### src/rtl/vrs_pkg.sv
package vrs_pkg;
  localparam int IDX_W  = 3;
  localparam int CODE_W = 4;
  localparam int RES_W  = 5;

  typedef enum logic [1:0] {
    PH_COARSE = 2'd0,
    PH_FINE   = 2'd1,
    PH_DONE   = 2'd2
  } lane_phase_e;

  typedef enum logic [1:0] {
    SQ_IDLE  = 2'd0,
    SQ_CHECK = 2'd1,
    SQ_MEAS  = 2'd2,
    SQ_EVAL  = 2'd3
  } seq_state_e;

  // index -> register code, rotated by one so index 7 wraps to code 0
  function automatic logic [CODE_W-1:0] idx_to_code(input logic [IDX_W-1:0] idx);
    return CODE_W'(IDX_W'(idx + IDX_W'(1)));
  endfunction
endpackage

### src/rtl/vrs_lane.sv
module vrs_lane
  import vrs_pkg::*;
#(
  parameter int WIN_W   = 16,
  parameter int REP_W   = 2,
  parameter int COARSE  = 3,
  parameter int FINE    = 1,
  parameter int MARGIN  = 200,
  parameter int SCALE   = 1000,
  parameter int SKIP_TH = 12
) (
  input  logic              clk,
  input  logic              rst_n,
  input  logic              init_i,
  input  logic              en_i,
  input  logic [RES_W-1:0]  pre_win_i,
  input  logic              acc_i,
  input  logic [REP_W-1:0]  rep_i,
  input  logic [RES_W-1:0]  res_i,
  input  logic              eval_i,
  output logic [CODE_W-1:0] code_o,
  output logic              conv_o
);
  localparam int IDX_MAX = (1 << IDX_W) - 1;
  localparam int SW      = WIN_W + REP_W + 1;

  lane_phase_e      ph_q, ph_d;
  logic [IDX_W-1:0] cur_q, cur_d, best_q, best_d, lim_q, lim_d;
  logic [WIN_W-1:0] avg_q, avg_d, bw_q, bw_d;
  logic             upd;

  logic [SW-1:0]    sum;
  logic [WIN_W-1:0] avg_new, wmax;
  logic             no_worse, fine_stop;
  logic [IDX_W-1:0] idx_up, idx_dn, idx_lim;

  always_comb begin
    sum       = SW'(avg_q) * (SW'(rep_i) - SW'(1)) + SW'(res_i) * SW'(SCALE);
    avg_new   = (rep_i == '0) ? avg_q : WIN_W'(sum / SW'(rep_i));
    no_worse  = ((WIN_W+1)'(avg_q) + (WIN_W+1)'(MARGIN)) >= (WIN_W+1)'(bw_q);
    wmax      = (avg_q > bw_q) ? avg_q : bw_q;
    idx_up    = (int'(cur_q) + COARSE >= IDX_MAX) ? IDX_W'(IDX_MAX) : IDX_W'(int'(cur_q) + COARSE);
    idx_dn    = (int'(cur_q) >= FINE) ? IDX_W'(int'(cur_q) - FINE) : '0;
    idx_lim   = (int'(cur_q) >= COARSE) ? IDX_W'(int'(cur_q) - COARSE) : '0;
    fine_stop = (int'(cur_q) - FINE) <= int'(lim_q);
  end

  always_comb begin
    ph_d   = ph_q;
    cur_d  = cur_q;
    best_d = best_q;
    lim_d  = lim_q;
    avg_d  = avg_q;
    bw_d   = bw_q;
    if (init_i) begin
      ph_d   = (!en_i || int'(pre_win_i) > SKIP_TH) ? PH_DONE : PH_COARSE;
      cur_d  = '0;
      best_d = '0;
      lim_d  = '0;
      avg_d  = '0;
      bw_d   = '0;
    end else if (acc_i && ph_q != PH_DONE) begin
      avg_d = avg_new;
    end else if (eval_i) begin
      unique case (ph_q)
        PH_COARSE: begin
          if (no_worse) begin
            bw_d   = wmax;
            best_d = cur_q;
            if (int'(cur_q) == IDX_MAX) ph_d = PH_DONE;
            else                        cur_d = idx_up;
          end else begin
            ph_d  = PH_FINE;
            lim_d = idx_lim;
            cur_d = idx_dn;
          end
        end
        PH_FINE: begin
          if (no_worse) begin
            bw_d   = wmax;
            best_d = cur_q;
            if (fine_stop) ph_d = PH_DONE;
            else           cur_d = idx_dn;
          end else begin
            cur_d = best_q;
            ph_d  = PH_DONE;
          end
        end
        default: ;
      endcase
    end
  end

  assign upd = init_i | acc_i | eval_i;

  always_ff @(posedge clk or negedge rst_n) begin
    if (!rst_n) begin
      ph_q   <= PH_COARSE;
      cur_q  <= '0;
      best_q <= '0;
      lim_q  <= '0;
      avg_q  <= '0;
      bw_q   <= '0;
    end else if (upd) begin
      ph_q   <= ph_d;
      cur_q  <= cur_d;
      best_q <= best_d;
      lim_q  <= lim_d;
      avg_q  <= avg_d;
      bw_q   <= bw_d;
    end
  end

  assign code_o = idx_to_code(cur_q);
  assign conv_o = (ph_q == PH_DONE);
endmodule

### src/rtl/vrs_seq.sv
module vrs_seq
  import vrs_pkg::*;
#(
  parameter int MAX_ITER = 10,
  parameter int REPS     = 3,
  parameter int REP_W    = 2,
  parameter int IT_W     = 4
) (
  input  logic             clk,
  input  logic             rst_n,
  input  logic             start_i,
  input  logic             all_conv_i,
  input  logic             ack_i,
  output logic             init_o,
  output logic             acc_o,
  output logic             eval_o,
  output logic [REP_W-1:0] rep_o,
  output logic             req_o,
  output logic             done_o,
  output logic             busy_o
);
  seq_state_e       st_q, st_d;
  logic [REP_W-1:0] rep_q, rep_d;
  logic [IT_W-1:0]  it_q, it_d;
  logic             finish;

  assign finish = all_conv_i || (it_q == IT_W'(MAX_ITER));

  always_comb begin
    st_d  = st_q;
    rep_d = rep_q;
    it_d  = it_q;
    unique case (st_q)
      SQ_IDLE: if (start_i) begin
        st_d  = SQ_CHECK;
        rep_d = REP_W'(1);
        it_d  = '0;
      end
      SQ_CHECK: st_d = finish ? SQ_IDLE : SQ_MEAS;
      SQ_MEAS: if (ack_i) begin
        if (rep_q == REP_W'(REPS)) begin
          st_d  = SQ_EVAL;
          rep_d = REP_W'(1);
        end else begin
          rep_d = rep_q + REP_W'(1);
        end
      end
      SQ_EVAL: begin
        st_d = SQ_CHECK;
        it_d = it_q + IT_W'(1);
      end
      default: st_d = SQ_IDLE;
    endcase
  end

  always_ff @(posedge clk or negedge rst_n) begin
    if (!rst_n) begin
      st_q  <= SQ_IDLE;
      rep_q <= REP_W'(1);
      it_q  <= '0;
    end else begin
      st_q  <= st_d;
      rep_q <= rep_d;
      it_q  <= it_d;
    end
  end

  assign init_o = (st_q == SQ_IDLE) && start_i;
  assign req_o  = (st_q == SQ_MEAS);
  assign acc_o  = req_o && ack_i;
  assign eval_o = (st_q == SQ_EVAL);
  assign rep_o  = rep_q;
  assign done_o = (st_q == SQ_CHECK) && finish;
  assign busy_o = (st_q != SQ_IDLE);
endmodule

### src/rtl/vref_search_fsm.sv
module vref_search_fsm
  import vrs_pkg::*;
#(
  parameter int NUM_LANES = 4,
  parameter int MAX_ITER  = 10,
  parameter int REPS      = 3,
  parameter int WIN_W     = 16,
  parameter int SKIP_TH   = 12
) (
  input  logic                        clk,
  input  logic                        rst_n,
  input  logic                        start,
  input  logic [NUM_LANES-1:0]        lane_en,
  input  logic [NUM_LANES*RES_W-1:0]  pre_win,
  output logic                        meas_req,
  input  logic                        meas_ack,
  input  logic [NUM_LANES*RES_W-1:0]  meas_res,
  output logic [NUM_LANES*CODE_W-1:0] vref_code,
  output logic [NUM_LANES-1:0]        lane_conv,
  output logic                        busy,
  output logic                        done
);
  localparam int REP_W = $clog2(REPS + 1);
  localparam int IT_W  = $clog2(MAX_ITER + 1);

  logic             init, acc, eval;
  logic [REP_W-1:0] rep;

  vrs_seq #(
    .MAX_ITER(MAX_ITER), .REPS(REPS), .REP_W(REP_W), .IT_W(IT_W)
  ) u_seq (
    .clk(clk), .rst_n(rst_n), .start_i(start), .all_conv_i(&lane_conv),
    .ack_i(meas_ack), .init_o(init), .acc_o(acc), .eval_o(eval),
    .rep_o(rep), .req_o(meas_req), .done_o(done), .busy_o(busy)
  );

  for (genvar l = 0; l < NUM_LANES; l++) begin : g_lane
    vrs_lane #(
      .WIN_W(WIN_W), .REP_W(REP_W), .SKIP_TH(SKIP_TH)
    ) u_lane (
      .clk(clk), .rst_n(rst_n), .init_i(init), .en_i(lane_en[l]),
      .pre_win_i(pre_win[l*RES_W +: RES_W]), .acc_i(acc), .rep_i(rep),
      .res_i(meas_res[l*RES_W +: RES_W]), .eval_i(eval),
      .code_o(vref_code[l*CODE_W +: CODE_W]), .conv_o(lane_conv[l])
    );
  end
endmodule

### config.mk
export PLATFORM = sky130hd
export DESIGN_NAME = vref_search_fsm
export DESIGN_NICKNAME = d
export VERILOG_FILES = /design/src/rtl/vrs_pkg.sv /design/src/rtl/vrs_lane.sv /design/src/rtl/vrs_seq.sv /design/src/rtl/vref_search_fsm.sv
export SDC_FILE = /design/constraint.sdc
export NUM_CORES = 2
export LEC_CHECK = 0
export ABC_AREA = 1
export BUFFER_PORTS_ARGS = -buffer_cell sky130_fd_sc_hd__buf_2
export CAP_MARGIN = 20
export CORE_MARGIN = 1.5
export CORE_UTILIZATION = 60
export DETAILED_ROUTE_END_ITERATION = 7
export PLACE_DENSITY = 0.76
export SYNTH_ARGS = -nofsm -noshare
export SYNTH_HDL_FRONTEND = slang
export SYNTH_HIERARCHICAL = 1
export SYNTH_SLANG_ARGS = --single-unit
### constraint.sdc
create_clock -name clk -period 38.2 [get_ports clk]
set_input_delay 1.91 -clock clk [delete_from_list [all_inputs] [get_ports clk]]
set_output_delay 1.91 -clock clk [all_outputs]
set_load 0.1 [all_outputs]
# After elaboration in Yosys (flattened, before gate mapping)
# Cells that the tools add are included.
[op_classes]
multipliers = 8
n_bitwise = 2
n_mux = 166
n_addsub = 27
eq_ne = 49
shift = 0
div_mod_pow = 4
n_lt_le_gt_ge = 28
n_reduce_logical = 82
[ops]
columns = ["op", "n"]
rows = [
  ["$mux 16", 36],
  ["$mux 3", 80],
  ["$ge 32x4->1 const B", 4],
  ["$le 32x4->1", 4],
  ["$add 19x15->19", 4],
  ["$div 19x2->19", 4],
  ["$mul 16x19->19", 4],
  ["$mux 2", 38],
  ["$reduce_and 6->1", 12],
  ["$add 16x8->17 const B", 4],
  ["$ge 17x16->1", 4],
  ["$gt 16x16->1", 4],
  ["$ne 4x3->1 const B", 16],
  ["$mul 5x7->12 const B", 4],
  ["$reduce_bool 2->1", 24],
  ["$reduce_and 5->1", 8],
  ["$pmux 3 s2", 4],
  ["$gt 5x4->1 const B", 4],
  ["$pmux 2 s2", 5],
  ["$ne 2x1->1 const B", 9],
  ["$reduce_and 3->1", 6],
  ["$add 3x2->4 const B", 4],
  ["$sub 3x1->4 const B", 4],
  ["$eq 2x2->1 const B", 7],
  ["23 further kinds", 73],
]
[word_totals]
ram_bits = 0
wordCells = 393
out_inout_bits = 23
latchBits = 0
memories = 0
input_bits = 48
rom_bits = 0
regBits = 180

# Longest topological paths before layout
[depth]
ltp_word = 9
ltp_mapped = 199
mapped_depth_nobuf = 189

# Hierarchy
# Netlist, hierarchy kept.
[by_module_without_submodules]
columns = ["module", "n_inst", "cells_each", "seq_area_each_um2", "area_per_inst_um2"]
rows = [
  ["vrs_lane (g_lane[0].u_lane ...)", 2, 2045, 1076.0, 12395.6],
  ["vrs_lane (g_lane[3].u_lane)", 1, 2043, 1076.0, 12414.4],
  ["vrs_lane (g_lane[1].u_lane)", 1, 1987, 1076.0, 12007.8],
  ["vrs_seq", 1, 72, 201.4, 541.8],
  ["vref_search_fsm", 1, 3, 0.0, 11.3],
]

# Least setup slack after synthesis
# No wires, ideal clock.
[synth_path]
kind = "input -> register"
start = "input meas_res[17]"
end = "register g_lane[3].u_lane.avg_q[0]"
n_path_buf = 10
path_slack_ps = 9147
path_stages = 194
required_time_ps = 38083
setup_time_ps = 117
arrival_time_ps = 28935
path_cell_list = "fa_1 -> fa_1 -> inv_1 -> fa_1 -> inv_1 -> ha_1 -> a21oi_1 -> o21ai_0 -> a21oi_1 -> nor2_1 -> nor2_1 -> o21ai_0 -> a21oi_1 -> xor2_1 -> fa_1 -> ha_1 -> nand2_1 -> inv_2 -> [158 not listed] -> nand2_1 -> inv_1 -> nand3_2 -> inv_2 -> nand2_4 -> nor2_8 -> nand3_4 -> buf_6 -> inv_1 -> nand2_1 -> o21ai_0 -> ha_1 -> nand2_1 -> nand3_1 -> inv_1 -> nand4_1 -> nand3_1 -> nand2_1"
[synth_via]
elab_chain_len = 6
[synth_rtl]
columns = ["element", "line_no", "text"]
rows = [
  ["start: declaration", "vref_search_fsm.sv:17", "input logic [NUM_LANES*RES_W-1:0] meas_res,"],
  ["$mul 5x7->12", "vrs_lane.sv:38", "sum = SW'(avg_q) * (SW'(rep_i) - SW'(1)) + SW'(res_i) * SW'(SCALE);"],
  ["$add 19x15->19", "vrs_lane.sv:38", ""],
  ["$div 19x2->19", "vrs_lane.sv:39", "avg_new = (rep_i == '0) ? avg_q : WIN_W'(sum / SW'(rep_i));"],
  ["$mux 16", "vrs_lane.sv:39", ""],
  ["$mux 16", "vrs_lane.sv:62", "end else if (acc_i && ph_q != PH_DONE) begin"],
  ["$mux 16", "vrs_lane.sv:55", "if (init_i) begin"],
  ["end signal: assignment", "vrs_lane.sv:109", "avg_q <= avg_d;"],
  ["end: declaration", "vrs_lane.sv:29", "logic [WIN_W-1:0] avg_q, avg_d, bw_q, bw_d;"],
]
# Every way passes these cells. The select of a mux whose other input is x is not followed.
# A chain may end at the register's enable or synchronous reset.

# Worst setup path after layout
[layout_path]
start = "input meas_res[12]"
end = "register g_lane[2].u_lane.avg_q[0]"
[layout_via]
elab_chain_len = 6
[layout_rtl]
columns = ["element", "line_no"]
rows = [
  ["$mul 5x7->12", "vrs_lane.sv:38"],
  ["$add 19x15->19", "vrs_lane.sv:38"],
  ["$div 19x2->19", "vrs_lane.sv:39"],
  ["$mux 16", "vrs_lane.sv:39"],
  ["$mux 16", "vrs_lane.sv:62"],
  ["$mux 16", "vrs_lane.sv:55"],
  ["end signal: assignment", "vrs_lane.sv:109"],
  ["end: declaration", "vrs_lane.sv:29"],
]
# Every way passes these cells. The select of a mux whose other input is x is not followed.

==> run_results.csv <==
group,metric,value,unit
timing,max_slew.worst_pin.slew,997.4,ps
synthesis,dominantRegCellSynth,"dfrtp_1",
timing,setup-tns-final,0,ps
synthesis,number_of_flops_mapped_to_enable_cells_by_yosys,0,
synthesis,syn_area_per_cell,6.073,µm²
placed_design,globalplace.congestion,0.9359,
flow_run,drv_cap,0,
timing,min_period_over_period,0.8800,
grt,track_usage,0.2960,
clock_tree,clkTransAtPathRegs,70,ps
setup_path,worst-path-max-fanout,26,
grt,grt_first_pass_wirelength,216900,µm
setup_path,crit_slowest_cell,"fa_1",
clock_tree,postCtsSetupBuffers,0,
final_layout,layout.cell_area.non_filler,51500,µm²
setup_path,cp_slowest_stage_delay,590,ps
final_layout,fraction_of_final_layout_cells_with_drive_strength_greater_than_1,0.1099,
final_layout,nets,8892,
synthesis,yosysWarnings,6,
setup_path,crit_path_end_kind,"flop",
status,outcome,"completed",
routing,drtPass1Iterations,5,
floorplanning,io_pins,71,
placed_design,dpl_cell_area,50890,µm²
final_layout,area_growth,3.482,%
clock_tree,cts.htree.levels,4,
synthesis,syn_inst,8195,
routing,routed_wire_length_per_instance,13.53,µm
floorplanning,die-area,84680,µm²
setup_path,required,38590,ps
floorplanning,floorplan.core_area,82110,µm²
synthesis,synth-seq-cells,180,
placed_design,port_buffers,66,
timing,finalHoldViolations,0,
timing,finalCriticalPeriod,33610,ps
timing,fmax,29.75,MHz
grt,grt_start_max_net_pins,73,
timing,timing.final.setup_violations,0,
clock_tree,cts_resized,0,
setup_path,cp-start-kind,"input pin",
routing,detail-route-antenna-nets,0,
floorplanning,initial_utilization,0.6061,
grt,initial_antenna_violation_count,3,
grt,via_count_of_the_first_global_routing_pass,47250,
timing,finalClockSkew,12.16,ps
synthesis,yosys.cell_types.count,75,
floorplanning,die_w,291,µm
routing,vias,50570,
hold_path,holdCritPathClass,"flop to flop",
setup_path,critical_path_class,"input pin to flop",
timing,maxSlewViolCount,0,
routing,routed_via_density,5.446,
setup_path,cp_top_family,"simple AND/OR/NAND/NOR gates",
setup_path,critical_path.most_common_cell,"inv_1",
timing,timing.slew.headroom,0.3351,
placed_design,pre_cts_ws,4244,ps
synthesis,share_of_flip_flops_with_an_asynchronous_set_or_reset_after_synthesis,1.000,
final_layout,fillerInstances,8019,
clock_tree,cts_sinks,180,
synthesis,area_of_the_mapped_netlist,49770,µm²
setup_path,critPathArrivalTime,34010,ps
clock_tree,tritoncts,"done",
final_layout,layout.area.seq,4506,µm²
grt,globalRoute.totalOverflow,0,
final_layout,final_cells,9286,
setup_path,worstPathBufferInverterCount,30,
placed_design,place_inst,9251,
timing,setup_ws,4586,ps
timing,grt_setup_unrepaired,"false",
clock_tree,number_of_buffers_on_the_longest_clock_path,2,
routing,detail_route.drc_violations,0,
clock_tree,cts_made_buffers,17,
synthesis,sequential_share_of_the_synthesized_area,0.09053,
synthesis,syn_nets,8886,
clock_tree,cts.root.buffer_cell,"clkbuf_16",
clock_tree,cts_hold_buffers,0,
floorplanning,rows,105,
routing,detail_route.iter0.violations,3008,
final_layout,multi_input_comb_area,38800,µm²
routing,totalWireLength,125600,µm
clock_tree,clock_insertion_delay_worst_skew,500,ps
setup_path,reg2reg_slack,6520,ps
placed_design,post_dp_hpwl,104100,µm
floorplanning,die_span_in_y,291,µm
registers in the layout, summed over array words and instances (netlist names):
register,cells
g_lane.u_lane/best_q,12
u_seq/st_q,2
u_seq/it_q,4
g_lane.u_lane/cur_q,12
g_lane.u_lane/ph_q,8
u_seq/rep_o,2
g_lane.u_lane/avg_q,64
g_lane.u_lane/bw_q,64
g_lane.u_lane/lim_q,12
Yosys cell counts (all sizes together) (2+ instances only):
| cell type | n | area [µm²] |
|---|---|---|
| o221ai | 5 | 43.79 |
| o22ai | 67 | 419.2 |
| inv | 1490 | 5598 |
| clkbuf | 47 | 176.4 |
| xnor2 | 41 | 359.1 |
| fa | 152 | 3043 |
| or2 | 29 | 181.4 |
| nand4 | 274 | 1868 |
| a21boi | 3 | 45.05 |
| and3 | 6 | 37.54 |
| a311oi | 6 | 52.55 |
| a32o | 3 | 30.03 |
| o21ai | 383 | 2022 |
| nor4 | 13 | 81.33 |
| o311ai | 2 | 17.52 |
| nand3b | 60 | 454.2 |
| conb | 4 | 15.01 |
| clkinv | 46 | 177.7 |
| a22o | 5 | 43.79 |
| dfrtp | 179 | 4479 |
| ha | 491 | 6143 |
| xor2 | 139 | 1217 |
| o2111ai | 4 | 35.03 |
| and2 | 2 | 12.51 |
| o211ai | 10 | 75.07 |
| a31o | 5 | 43.79 |
| nor3b | 4 | 30.03 |
| nor2 | 842 | 4100 |
| o21a | 35 | 262.8 |
| nor4b | 3 | 26.28 |
| a21oi | 215 | 1155 |
| a211oi | 19 | 142.6 |
| nand3 | 854 | 5175 |
| o21bai | 34 | 266.5 |
| o31ai | 12 | 90.09 |
| nor3 | 107 | 576.8 |
| a31oi | 19 | 118.9 |
| buf | 51 | 513.0 |
| nand2 | 2526 | 10550 |
worst reg2reg max path, delay by kind of cell (launching register included):
family	cells	cell delay, ps
AOI/OAI and AO/OA	28	5400
buffers and inverters	33	4420
adders and majority gates	23	7720
and+or+nand+nor	84	13490
DFF	1	540
per-layer routing:
| layer | GRT usage | up-vias | wire [µm] |
|---|---|---|---|
| li1 | - | 26330 | - |
| met1 | 0.3930 | 23070 | 58850 |
| met5 | 0 | - | 0 |
| met2 | 0.5181 | 1016 | 59520 |
| met4 | 0.07164 | 0 | 2312 |
| met3 | 0.02397 | 160 | 4953 |
worst paths after layout:
path	from	end	cells past startpoint
max in group asynchronous	rst_n	g_lane[0].u_lane/avg_q[13]	3
worst max-delay path	meas_res[12]	g_lane[2].u_lane/avg_q[0]	172
worst min register to register	g_lane[0].u_lane/best_q[2]	g_lane[0].u_lane/best_q[2]	2
min in group asynchronous	rst_n	g_lane[0].u_lane/avg_q[6]	1
worst min-delay path	g_lane[0].u_lane/best_q[2]	g_lane[0].u_lane/best_q[2]	2
worst max register to register	u_seq/rep_o[0]	g_lane[2].u_lane/avg_q[0]	168
cell families after synthesis:
| group | count (synthesis) | share of synthesized area |
|---|---|---|
| DFF | 180 | 0.09053 |
| AOI/OAI and AO/OA | 833 | 0.09883 |
| other | 4 | 0.0003016 |
| adders and majority gates | 643 | 0.1846 |
| and+or+nand+nor | 4721 | 0.4642 |
| buffers and inverters | 1634 | 0.1299 |
| xor gates and xnor gates | 180 | 0.03168 |
cell type report:
class                      instances  area share
sequential                       180     0.08749
clock buffer                      21    0.008941
inverter                        1536      0.1121
antenna                            2  0.00009718
timing repair buffer              85    0.009500
clock inverter                    11    0.002430
tap                             1070     0.02600
multi-input combinational       6381      0.7534
stage by stage:
| stage | hold WS, ps | util |
|---|---|---|
| finish | 481.2 | 0.6272 |
| global route | 517.5 | 0.6272 |
| CTS | 490.8 | 0.6270 |
| detailed placement | 473.0 | 0.6198 |
| global placement | 465.8 | 0.6198 |
| floorplan | 446.5 | - |
layout by cell type (no fill, tap or decap), types with 19 or more instances in the layout:
master / Yosys / routed
o21ai_2: 25 / 25
dfrtp_1: 179 / 179
buf_2: 5 / 65
nor2_2: 75 / 75
xnor2_1: 41 / 41
a211oi_1: 19 / 19
a21oi_1: 202 / 201
o21ai_1: 83 / 84
inv_2: 131 / 131
nor3_1: 100 / 100
o22ai_1: 67 / 67
fa_1: 152 / 152
nand2_4: 67 / 67
nand2_1: 2266 / 2266
inv_1: 1357 / 1357
nand3b_1: 59 / 59
nand3_4: 30 / 30
o21a_1: 35 / 35
nor2_4: 72 / 72
o21bai_1: 31 / 31
o21ai_0: 274 / 273
nor2_1: 682 / 682
nand4_1: 255 / 255
ha_1: 491 / 491
a31oi_1: 19 / 19
xor2_1: 139 / 139
nand2_2: 187 / 187
nand3_1: 719 / 719
nand3_2: 105 / 105
clkinv_1: 42 / 42
Power is not shown: default switching activity piles up to over one toggle a cycle in this logic, so the estimate is an artifact.
